--- config.mk ---
export PLATFORM = sky130hd
export DESIGN_NAME = hamming_sector_fix
export DESIGN_NICKNAME = d
export VERILOG_FILES = /design/src/rtl/hsf_pkg.sv /design/src/rtl/hsf_syndrome.sv /design/src/rtl/hsf_popcnt.sv /design/src/rtl/hsf_classify.sv /design/src/rtl/hamming_sector_fix.sv
export SDC_FILE = /design/constraint.sdc
export NUM_CORES = 1
export LEC_CHECK = 0
export ABC_AREA = 1
export BUFFER_PORTS_ARGS = -buffer_cell sky130_fd_sc_hd__buf_2
export CAP_MARGIN = 10
export CORE_UTILIZATION = 56
export CTS_BUF_LIST = sky130_fd_sc_hd__clkbuf_4
export CTS_CLUSTER_SIZE = 20
export DETAILED_ROUTE_END_ITERATION = 6
export PLACE_DENSITY = 0.82
export SYNTH_ARGS = -nofsm -noshare
export SYNTH_HDL_FRONTEND = slang
export SYNTH_HIERARCHICAL = 1
export SYNTH_SLANG_ARGS = --single-unit
--- constraint.sdc ---
create_clock -name clk -period 5 [get_ports clk]
set_input_delay 0 -clock clk [delete_from_list [all_inputs] [get_ports clk]]
set_output_delay 0 -clock clk [all_outputs]
set_load 0.01 [all_outputs]
--- src/rtl/hsf_pkg.sv ---
package hsf_pkg;
  localparam int CODE_W = 24;
  localparam int SYN_W  = 32;
  localparam int POP_W  = $clog2(SYN_W + 1);
  localparam int FIX_ONES = 12;
  localparam logic [SYN_W-1:0] ERASED_PACK = 32'h0FFF_0FFF;

  typedef enum logic [1:0] {
    ST_CLEAN  = 2'd0,
    ST_FIXED  = 2'd1,
    ST_ECCERR = 2'd2,
    ST_UNCORR = 2'd3
  } hsf_status_e;

  // spread a 24-bit code over 32 bits, splitting the top byte in nibbles
  function automatic logic [SYN_W-1:0] pack_code(input logic [CODE_W-1:0] c);
    pack_code = {4'h0, c[23:20], c[15:8], 4'h0, c[19:16], c[7:0]};
  endfunction

  function automatic logic [POP_W-1:0] ones(input logic [SYN_W-1:0] v);
    logic [POP_W-1:0] n;
    n = '0;
    for (int i = 0; i < SYN_W; i++) n = n + POP_W'(v[i]);
    return n;
  endfunction

  function automatic hsf_status_e sort_outcome(input logic [POP_W-1:0] n,
                                               input logic erased);
    if (n == '0)                    return ST_CLEAN;
    else if (n == POP_W'(FIX_ONES)) return ST_FIXED;
    else if (n == POP_W'(1))        return ST_ECCERR;
    else if (erased)                return ST_CLEAN;
    else                            return ST_UNCORR;
  endfunction
endpackage

--- src/rtl/hsf_syndrome.sv ---
module hsf_syndrome
  import hsf_pkg::*;
(
  input  logic              clk,
  input  logic              rst_n,
  input  logic              load,
  input  logic [CODE_W-1:0] stored,
  input  logic [CODE_W-1:0] calc,
  output logic [SYN_W-1:0]  syn_q,
  output logic              erased_q
);
  logic [SYN_W-1:0] sp, cp;
  assign sp = pack_code(stored);
  assign cp = pack_code(calc);

  always_ff @(posedge clk) begin
    if (!rst_n) begin
      syn_q    <= '0;
      erased_q <= 1'b0;
    end else if (load) begin
      syn_q    <= sp ^ cp;
      erased_q <= (sp == ERASED_PACK) && (cp == '0);
    end
  end
endmodule

--- src/rtl/hsf_popcnt.sv ---
module hsf_popcnt
  import hsf_pkg::*;
(
  input  logic             clk,
  input  logic             rst_n,
  input  logic             en,
  input  logic [SYN_W-1:0] syn,
  output logic [POP_W-1:0] pop_q
);
  always_ff @(posedge clk) begin
    if (!rst_n)  pop_q <= '0;
    else if (en) pop_q <= ones(syn);
  end
endmodule

--- src/rtl/hsf_classify.sv ---
module hsf_classify
  import hsf_pkg::*;
#(
  parameter int ADDR_W = 9
) (
  input  logic [POP_W-1:0]  pop,
  input  logic              erased,
  input  logic [SYN_W-1:0]  syn,
  output hsf_status_e       outcome,
  output logic [ADDR_W-1:0] byte_idx,
  output logic [2:0]        bit_idx
);
  localparam int HALF = SYN_W / 2;

  assign outcome  = sort_outcome(pop, erased);
  assign bit_idx  = syn[HALF +: 3];
  assign byte_idx = syn[HALF + 3 +: ADDR_W];
endmodule

--- src/rtl/hamming_sector_fix.sv ---
module hamming_sector_fix
  import hsf_pkg::*;
#(
  parameter int SECTOR_BYTES = 512,
  localparam int ADDR_W = $clog2(SECTOR_BYTES)
) (
  input  logic              clk,
  input  logic              rst_n,
  input  logic              start,
  input  logic [23:0]       stored_ecc,
  input  logic [23:0]       calc_ecc,
  output logic              done,
  output logic [1:0]        status,
  output logic [ADDR_W-1:0] fix_byte,
  output logic [2:0]        fix_bit,
  output logic [ADDR_W-1:0] buf_addr,
  input  logic [7:0]        buf_rd_data,
  output logic              buf_wr_en,
  output logic [7:0]        buf_wr_data
);
  typedef enum logic [2:0] {S_IDLE, S_POP, S_CLASS, S_READ, S_WRITE} fsm_e;
  fsm_e state;

  logic              accept, class_fire, wr_fire;
  logic [SYN_W-1:0]  syn_q;
  logic              erased_q;
  logic [POP_W-1:0]  pop_q;
  hsf_status_e       cls_outcome, status_q;
  logic [ADDR_W-1:0] cls_byte, fix_byte_q;
  logic [2:0]        cls_bit, fix_bit_q;
  logic              done_q;

  assign accept     = (state == S_IDLE) && start;
  assign class_fire = (state == S_CLASS);
  assign wr_fire    = (state == S_WRITE);

  hsf_syndrome u_syn (
    .clk(clk), .rst_n(rst_n), .load(accept),
    .stored(stored_ecc), .calc(calc_ecc),
    .syn_q(syn_q), .erased_q(erased_q)
  );

  hsf_popcnt u_pop (
    .clk(clk), .rst_n(rst_n), .en(state == S_POP),
    .syn(syn_q), .pop_q(pop_q)
  );

  hsf_classify #(.ADDR_W(ADDR_W)) u_cls (
    .pop(pop_q), .erased(erased_q), .syn(syn_q),
    .outcome(cls_outcome), .byte_idx(cls_byte), .bit_idx(cls_bit)
  );

  always_ff @(posedge clk) begin
    if (!rst_n) begin
      state <= S_IDLE;
    end else begin
      unique case (state)
        S_IDLE:  if (start) state <= S_POP;
        S_POP:   state <= S_CLASS;
        S_CLASS: state <= (cls_outcome == ST_FIXED) ? S_READ : S_IDLE;
        S_READ:  state <= S_WRITE;
        S_WRITE: state <= S_IDLE;
        default: state <= S_IDLE;
      endcase
    end
  end

  always_ff @(posedge clk) begin
    if (!rst_n) begin
      status_q   <= ST_CLEAN;
      fix_byte_q <= '0;
      fix_bit_q  <= '0;
      done_q     <= 1'b0;
    end else begin
      done_q <= (class_fire && cls_outcome != ST_FIXED) || wr_fire;
      if (class_fire) begin
        status_q   <= cls_outcome;
        fix_byte_q <= cls_byte;
        fix_bit_q  <= cls_bit;
      end
    end
  end

  assign done        = done_q;
  assign status      = status_q;
  assign fix_byte    = fix_byte_q;
  assign fix_bit     = fix_bit_q;
  assign buf_addr    = fix_byte_q;
  assign buf_wr_en   = wr_fire;
  assign buf_wr_data = buf_rd_data ^ (8'h01 << fix_bit_q);
endmodule

==> summary.txt, run 1 <==
Placement
  – Placed cell count: 646
  – Final HPWL DP: 5.86 mm
  – Count of input and output buffers: 91
  – Post-Place Setup Slack: 302 ps
  – Gpl congestion: 0.763

Yosys
  – Post-synth EDFFs: 0
  – Yosys top cell area share: 0.271
  – Synth top cells by count: inv_1, nor2_1, nand2_1
  – Compound-Gate Fraction of Synth Area: 0.0521
  – Netlist cell types: 30
  – Cell Area, Synth: 3620 um2
  – Ranking of synthesized cells by area: dfxtp_1, fa_1, inv_1
  – Largest family of logic cells by synthesized area: simple AND/OR/NAND/NOR gates
  – Post-synthesis sequential area ratio: 0.271
  – Top_reg_cell synth: dfxtp_1
  – Post-synthesis simple-gate area fraction: 0.253
  – Count leader, synth: inv_1
  – Synth Register Bits: 49
  – Cells after Synth: 513
  – Post-synthesis mux area share: 0
  – Post-Synth Adder-Cell Area: 0.157
  – XOR/XNOR Fraction of Synth Area: 0.0749
  – Synthesized area per cell: 7.07 um2
  – Ys Warns: 6
  – Cell taking the most area after synthesis: dfxtp_1
  – Asr flop ratio synth: 0

Detailed routing
  – Vias per inst: 4.66
  – Vias: 3196
  – DRC: 0
  – Drt pass-1 iters: 5
  – Iteration-0 DRC Markers: 93
  – Routed Antenna Nets: 0
  – WL/cell: 11.3 um
  – Final WL: 7.72 mm

Setup path
  – Reg-to-Reg Start: u_syn/syn_q[0]
  – Type of origin of the critical path: register
  – CP bufs+invs: 7
  – Crit path depth: 20
  – Critical Path AT: 5040 ps
  – CP delay by family, top: adder cells
  – CP Capture Type: register
  – Crit Path Category: reg2reg
  – CP max stage delay: 550 ps
  – Setup crit start: u_syn/syn_q[0]
  – Cell-by-cell trace of the critical path: inv_1 -> fa_1 -> inv_1 -> fa_1 -> fa_1 -> fa_1 -> fa_1 -> inv_1 -> fa_1 -> inv_1 -> ha_1 -> inv_1 -> fa_1 -> inv_1 -> nand2_1 -> nand2_1 -> nand3_1 -> nand3_1 -> nand2_1 -> inv_1
  – R2r worst-path depth: 20
  – Crit-path slowest cell: fa_1
  – Req. time, crit path: 5310 ps
  – Crit path to: u_pop/pop_q[4]
  – Crit path max fanout: 3
  – Reg2reg end: u_pop/pop_q[4]
  – R2R Setup Slk: 270 ps

Layout
  – Fraction of layout cells with a size suffix above 1: 0.191
  – Ant diodes: 0
  – Layout Utilization: 0.703
  – Layout Cells excl Fill: 686
  – Fillers: 529
  – Nets: 700
  – Area growth, synth to finish: 18.3%

CTS
  – Sink Count: 49
  – Hold-fix buffers, CTS: 32
  – Worst-Skew Late Latency: 360 ps
  – Root buf cell: clkbuf_4
  – CTS max path bufs: 2
  – H-Tree Depth: 2
  – Cts repair resizes: 0
  – Clock tree from TritonCTS: built
  – Postcts setup bufs: 0
  – Clock buffer count from CTS: 5
  – Clock Pin Slew Worst Setup and Hold Paths: 150 ps

STA
  – Worst clock skew: 10.7 ps
  – Final setup margin: 269 ps
  – Final setup violation count: 0
  – RSZ-0062 raised after global routing: false
  – Slew headroom: 0.521
  – Max Clock Freq: 211 MHz
  – Worst-Margin Slew: 717 ps
  – Final Max Slew Viols: 0
  – Hold Fails Final Rpt: 0
  – TNS Setup: 0 ps
  – Tcrit/Tclk final: 0.946
  – Tmin final: 4730 ps

Run
  – Max Cap Violations: 0

Floorplan
  – Top Ports: 92
  – Rows: 28
  – DIE HEIGHT: 82.5 um
  – CORE AREA: 6100 um2
  – Die Wd: 82.5 um
  – Die area: 6800 um2
  – Initial core utilization: 0.595

Worst hold path
  – Hold Path Depth: 4
  – Hold wc startpoint: stored_ecc[11]
  – Hold Path Class: in2reg

GRT
  – First-pass GRT wire length: 12.5 mm
  – Global route total overflow: 0
  – Pin count of the biggest net entering global routing: 29
  – Total global routing track utilization: 0.243
  – Initial antenna violation count: 0
  – Vias in the first global route: 3046

Power
  – Power Density: 660 nW/um2
  – Worst vdd ir: 0.518 mV
  – Static Leak: 2.44 nW

Run status
  – Status: completed
## cell type report
cell class                      instances  area [um2]  share of cell area
Timing Repair Buffer                  124         783               0.183
Inverter                              105         394              0.0919
Tap cell                               75        93.8              0.0219
Sequential cell                        49         981               0.229
Clock buffer                            5        37.5             0.00875
Multi-Input combinational cell        325        1980               0.461
Clock inverter                          3        22.5             0.00525
## report_power, final
part / switching (mW) / total, mW / internal (mW)
registers: 0.0634 / 0.527 / 0.464
clock network: 0.129 / 0.185 / 0.0561
logic: 1.27 / 2.12 / 0.849
total: 1.46 / 2.83 / 1.37
## how the worst min path moves through the flow
stage                            endpoint  slack, ps
after floorplan            buf_wr_data[0]         90
after global placement     buf_wr_data[1]        270
after detailed placement   buf_wr_data[1]        270
after CTS                 u_syn/syn_q[19]        0.5
after global routing       u_syn/syn_q[5]         10
final                     u_syn/syn_q[19]         10
## layer usage
metal,up-vias,GRT usage,routed length [um]
met1,1429,0.280,3330
met4,0,0.0614,100
met3,10,0.0374,323
met2,97,0.464,3960
li1,1660,-,-
met5,-,0,0
## worst reg2reg max path, delay by kind of cell (launching register included)
| family | cells | cell delay (ps) |
|---|---|---|
| adders and majority gates | 8 | 3550 |
| buffers and inverters | 7 | 460 |
| DFF | 1 | 360 |
| and+or+nand+nor | 5 | 330 |
## metrics by stage
stage	hold WS, ps	area, um2	power (mW)
after global routing	11.9	4290	3.20
after floorplan	87.7	3650	2.22
after global placement	266	3910	2.52
after detailed placement	271	3910	2.62
final	11.4	4290	2.83
after CTS	0.532	4290	2.86
## cells by family (layout without fill, tap and decap cells)
| kind of cell | Yosys count | after routing |
|---|---|---|
| flip-flops | 49 | 49 |
| AO/OA/AOI/OAI | 35 | 35 |
| buffers and inverters | 146 | 237 |
| other | 1 | 8 |
| adder cells (fa/ha/maj) | 31 | 31 |
| XOR/XNOR | 31 | 31 |
| AND/OR/NAND/NOR | 220 | 220 |
## state kept, by name, summed over array words and instances, names as in the netlist
signal / count
state: 3
status: 2
u_pop/pop_q: 6
fix_bit: 3
done: 1
u_syn/syn_q: 24
u_syn/erased_q: 1
buf_addr: 9
## layout by cell type, fill, tap and decap left out, drive strengths merged, types with 5 or more instances in the layout
master       netlist  layout
clkbuf             3       5
dlygate4sd3        0      32
inv              105     105
fa                24      24
xor2              23      23
ha                 7       7
buf               38      92
xnor2              8       8
conb               1       8
a21oi              8       8
nand2             85      85
dfxtp             49      49
nor2             107     107
o21ai             25      25
nand3             21      21
(Power assumes the default switching activity.)
==> run 2: changes to the inputs <==
Settings changed: BUFFER_PORTS_ARGS -buffer_cell sky130_fd_sc_hd__buf_2 to -buffer_cell sky130_fd_sc_hd__buf_4, CORE_UTILIZATION 56 to 54, CTS_BUF_LIST sky130_fd_sc_hd__clkbuf_4 to default, CTS_CLUSTER_DIAMETER from default to 80, PLACE_DENSITY 0.82 to 0.79.
==> summary.txt, run 2 (synthesis results as in run 1) <==
Floorplan
  – Die Wd: 83.9 um
  – Rows: 29
  – Initial core utilization: 0.564
  – Die area: 7040 um2
  – Top Ports: 92
  – DIE HEIGHT: 83.9 um
  – CORE AREA: 6420 um2

STA
  – Tmin final: 4650 ps
  – Tcrit/Tclk final: 0.931
  – Final Max Slew Viols: 0
  – Worst-Margin Slew: 762 ps
  – Max Clock Freq: 215 MHz
  – Slew headroom: 0.492
  – RSZ-0062 raised after global routing: false
  – Final setup violation count: 0
  – Worst clock skew: 10.5 ps
  – Hold Fails Final Rpt: 0
  – TNS Setup: 0 ps

Detailed routing
  – Routed Antenna Nets: 0
  – DRC: 16
  – Drt pass-1 iters: 6
  – Final WL: 7.29 mm
  – Vias per inst: 4.58
  – Vias: 3007
  – WL/cell: 11.1 um
  – Iteration-0 DRC Markers: 97

Power
  – Power Density: 691 nW/um2
  – Static Leak: 2.39 nW
  – Worst vdd ir: 0.571 mV

Setup path
  – R2R Setup Slk: 350 ps
  – Most frequent CP cell: fa_1
  – Crit Path Category: reg2reg
  – CP Capture Type: register
  – Reg-to-Reg Start: u_syn/syn_q[17]
  – Type of origin of the critical path: register
  – Req. time, crit path: 5250 ps
  – Critical Path AT: 4910 ps
  – CP max stage delay: 610 ps
  – Reg2reg end: u_pop/pop_q[4]
  – Crit path max fanout: 3
  – R2r worst-path depth: 18
  – Crit-path slowest cell: fa_1
  – Cell-by-cell trace of the critical path: fa_1 -> fa_1 -> fa_1 -> fa_1 -> fa_1 -> inv_1 -> fa_1 -> inv_1 -> ha_1 -> inv_1 -> fa_1 -> inv_1 -> nand2_1 -> nand2_1 -> nand3_1 -> nand3_1 -> nand2_1 -> inv_1

GRT
  – Global route total overflow: 0
  – Vias in the first global route: 2906
  – First-pass GRT wire length: 12.5 mm
  – Initial antenna violation count: 0
  – Pin count of the biggest net entering global routing: 29
  – Total global routing track utilization: 0.221

Worst hold path
  – Hold wc startpoint: calc_ecc[20]
  – Hold Path Class: in2reg
  – Hold Path Depth: 4
  – Hold path endpoint: u_syn/syn_q[24]

Run status
  – Violated checks: DRC
  – Status: finished, violations left

CTS
  – Clock Pin Slew Worst Setup and Hold Paths: 90 ps
  – Root buf cell: clkbuf_8
  – Cts repair resizes: 0
  – Clock buffer count from CTS: 5
  – Postcts setup bufs: 0
  – Clock tree from TritonCTS: built
  – Hold-fix buffers, CTS: 0
  – Sink Count: 49
  – H-Tree Depth: 2
  – CTS max path bufs: 2
  – Worst-Skew Late Latency: 310 ps

Placement
  – Count of input and output buffers: 91
  – Gpl congestion: 0.782
  – Area after DPL: 4140 um2
  – Final HPWL DP: 5.86 mm

Layout
  – Most frequent cells in the layout: inv_1, nor2_1, buf_4
  – Top reg by flops: u_syn/syn_q
  – Ant diodes: 0
  – Most common cell after layout, fill and taps aside: inv_1
  – Area growth, synth to finish: 17.5%
  – Final instance area: 4260 um2
  – Nets: 668
  – Fraction of layout cells with a size suffix above 1: 0.202
  – Max FFs per register: 24

Run
  – Max Cap Violations: 0
==> run 2: cell types whose count changed in the layout (fill, tap and decap cells not counted), sizes merged <==
cell	previous run	this run
bufinv	0	1
clkbuf	5	6
clkinv	3	0
clkinvlp	0	1
dlygate4sd3	32	0
==> run 2: through the flow <==
step / setup WS (ps) / utilization / total power, mW / hold slack, ps / std cells
final: 346 / 0.663 / 2.94 / 24.1 / 656
after global routing: 91.3 / 0.663 / 3.30 / 46.0 / 656
after CTS: 332 / 0.663 / 2.98 / 18.8 / 656
after detailed placement: 348 / 0.644 / 2.62 / 274 / 648
after global placement: 478 / 0.644 / 2.53 / 271 / 648
after floorplan: 576 / - / 2.22 / 87.7 / 520
==> run 2: layout make-up <==
class | instances | area, um2
inverter | 105 | 394
clock inverter | 2 | 37.5
tap | 77 | 96.3
clock buffer | 6 | 82.6
sequential | 49 | 981
fill | 578 | 2160
multi-input combinational | 325 | 1980
timing repair buffer | 92 | 691
==> run 2: where the power goes <==
group | switching, mW | leakage, nW | internal, mW
logic | 1.25 | 1.93 | 0.869
registers | 0.0644 | 0.403 | 0.464
clock network | 0.132 | 0.0574 | 0.163
total | 1.45 | 2.39 | 1.50
==> run 2: per-layer routing <==
layer | track usage | up-vias | routed length (um)
li1 | - | 1599 | -
met2 | 0.399 | 91 | 3610
met5 | 0 | - | 0
met1 | 0.273 | 1308 | 3230
met4 | 0.0517 | 0 | 75
met3 | 0.0396 | 9 | 375
==> run 2: how the worst max path moves through the flow <==
stage | from | to | slack, ps | depth (start not counted)
after CTS | u_syn/syn_q[0] | u_pop/pop_q[4] | 330 | 20
final | u_syn/syn_q[17] | u_pop/pop_q[4] | 350 | 18
after detailed placement | u_syn/syn_q[0] | u_pop/pop_q[4] | 350 | 20
after floorplan | u_syn/syn_q[0] | u_pop/pop_q[2] | 580 | 19
after global routing | u_syn/syn_q[0] | u_pop/pop_q[4] | 90 | 20
after global placement | u_syn/syn_q[0] | u_pop/pop_q[2] | 480 | 19
==> run 2: critical path: cells and delay by family, from the launching register on <==
kind	cells	cell delay [ps]
and+or+nand+nor	5	330
DFF	1	360
adders and majority gates	8	3590
buffers and inverters	5	310
==> run 3: changes to the inputs <==
Settings changed: HOLD_SLACK_MARGIN from default to 0.03.
==> summary.txt, run 3 (synthesis results as in run 1) <==
Run status
  – Status: finished, violations left
  – Violated checks: DRC

Setup path
  – Setup crit start: u_syn/syn_q[0]
  – Crit Path Category: reg2reg
  – Critical Path AT: 4890 ps
  – CP delay by family, top: adder cells
  – CP Capture Type: register
  – Req. time, crit path: 5250 ps
  – Crit path max fanout: 3
  – CP bufs+invs: 7
  – Reg-to-Reg Start: u_syn/syn_q[0]
  – Type of origin of the critical path: register
  – Reg2reg end: u_pop/pop_q[4]
  – Crit path depth: 20
  – R2r worst-path depth: 20
  – R2R Setup Slk: 360 ps
  – Crit path to: u_pop/pop_q[4]
  – CP max stage delay: 540 ps
  – Crit-path slowest cell: fa_1
  – Cell-by-cell trace of the critical path: inv_1 -> fa_1 -> inv_1 -> fa_1 -> fa_1 -> fa_1 -> fa_1 -> inv_1 -> fa_1 -> inv_1 -> ha_1 -> inv_1 -> fa_1 -> inv_1 -> nand2_1 -> nand2_1 -> nand3_1 -> nand3_1 -> nand2_1 -> inv_1

Layout
  – Fillers: 567
  – Top reg by flops: u_syn/syn_q
  – Most common cell after layout, fill and taps aside: inv_1
  – Multi-input gate area: 1980 um2
  – Final instance area: 4320 um2
  – Area growth, synth to finish: 19.1%
  – Max FFs per register: 24
  – Most frequent cells in the layout: inv_1, nor2_1, buf_4
  – Nets: 674
  – Sequential cell area: 981 um2
  – Fraction of layout cells with a size suffix above 1: 0.200
  – Ant diodes: 0

STA
  – Worst clock skew: 12.1 ps
  – Tmin final: 4640 ps
  – Final Max Slew Viols: 0
  – Tcrit/Tclk final: 0.928
  – Slew headroom: 0.484
  – TNS Setup: 0 ps
  – Max Clock Freq: 216 MHz
  – Final setup violation count: 0
  – RSZ-0062 raised after global routing: false
  – Worst-Margin Slew: 773 ps
  – Hold Fails Final Rpt: 0

Power
  – Switching share of power: 0.492
  – Power Density: 684 nW/um2
  – P_int: 1.50 mW
  – Clock power frac: 0.100
  – Static Leak: 2.41 nW
  – Combinational share of power: 0.722
  – P_sw: 1.45 mW
  – Reg power frac: 0.179
  – Worst vdd ir: 0.573 mV

GRT
  – Met2 global-route usage: 0.408
  – Global route total overflow: 0
  – M3 GR Usage: 0.0396
  – Pin count of the biggest net entering global routing: 29
  – Initial antenna violation count: 0
  – First-pass GRT wire length: 12.6 mm
  – Vias in the first global route: 2927
  – GRT met1 Usage: 0.272
  – Total global routing track utilization: 0.223
  – GRT Max-Usage Layer: met2

CTS
  – CTS max path bufs: 2
  – Postcts setup bufs: 0
  – Cts repair resizes: 0
  – Root buf cell: clkbuf_8
  – Clock Pin Slew Worst Setup and Hold Paths: 100 ps
  – Clock tree from TritonCTS: built
  – Worst-Skew Late Latency: 310 ps
  – Clock buffer count from CTS: 5
  – H-Tree Depth: 2
  – Sink Count: 49

Detailed routing
  – Vias per inst: 4.58
  – Routed Antenna Nets: 0
  – DRC: 15
  – Vias: 3032
  – Iteration-0 DRC Markers: 97
  – Drt pass-1 iters: 6
  – WL/cell: 11.1 um
  – Final WL: 7.36 mm

Floorplan
  – Rows: 29
  – Die Wd: 83.9 um
  – Top Ports: 92
  – CORE AREA: 6420 um2
  – Die area: 7040 um2
  – DIE HEIGHT: 83.9 um
  – Initial core utilization: 0.564

Placement
  – Count of input and output buffers: 91
  – Gpl congestion: 0.782
  – Final HPWL DP: 5.86 mm
  – Area after DPL: 4140 um2

Run
  – Max Cap Violations: 0

Worst hold path
  – Hold Path Class: in2reg
## run 3: worst min-delay path by stage
stage,from,end,slack (ps),cells after the start
final,calc_ecc[12],u_syn/syn_q[20],30,4
after global routing,rst_n,buf_addr[7],50,3
after CTS,calc_ecc[12],u_syn/syn_q[20],30,4
after detailed placement,buf_rd_data[5],buf_wr_data[5],270,3
after global placement,buf_rd_data[4],buf_wr_data[4],270,3
after floorplan,buf_rd_data[0],buf_wr_data[0],90,1
## run 3: what timing repair did
| action | 4_1_cts | 5_1_grt |
|---|---|---|
| hold endpoints to repair | 4 | 0 |
| setup endpoints to repair | 0 | 0 |
| hold buffers | 6 | 0 |
## run 3: power by group through the flow
stage / Clock (mW) / Combinational, mW / Sequential [mW]
after floorplan: 0 / 1.69 / 0.531
after global placement: 0 / 2.00 / 0.534
after detailed placement: 0 / 2.09 / 0.538
after CTS: 0.303 / 2.15 / 0.529
after global routing: 0.316 / 2.45 / 0.539
final: 0.295 / 2.13 / 0.528
## run 3: worst min-delay path: stages
cell and delay, ps:
buf_4 90, xor2_1 50, o21ai_0 130, inv_1 40
## run 3: per-stage QoR
stage / cells / setup slack [ps] / hold WS, ps / power (mW) / utilization
detailed placement: 648 / 348 / 274 / 2.62 / 0.644
floorplan: 520 / 576 / 87.7 / 2.22 / -
global placement: 648 / 478 / 271 / 2.53 / 0.644
global route: 662 / 91.3 / 46.0 / 3.31 / 0.672
finish: 662 / 360 / 27.6 / 2.95 / 0.672
CTS: 662 / 332 / 31.3 / 2.98 / 0.672
## run 3: metal layers
layer / part of all wire / routed length [um]
met1: 0.45 / 3280
met2: 0.50 / 3650
met3: 0.046 / 338
met4: 0.012 / 87
met5: 0 / 0
## run 3: layout make-up
cell class | count | area share
Tap cell | 77 | 0.0223
Clock inverter | 2 | 0.00869
Sequential cell | 49 | 0.227
Inverter | 105 | 0.0913
Clock buffer | 6 | 0.0191
Multi-Input combinational cell | 325 | 0.458
Timing Repair Buffer | 98 | 0.174
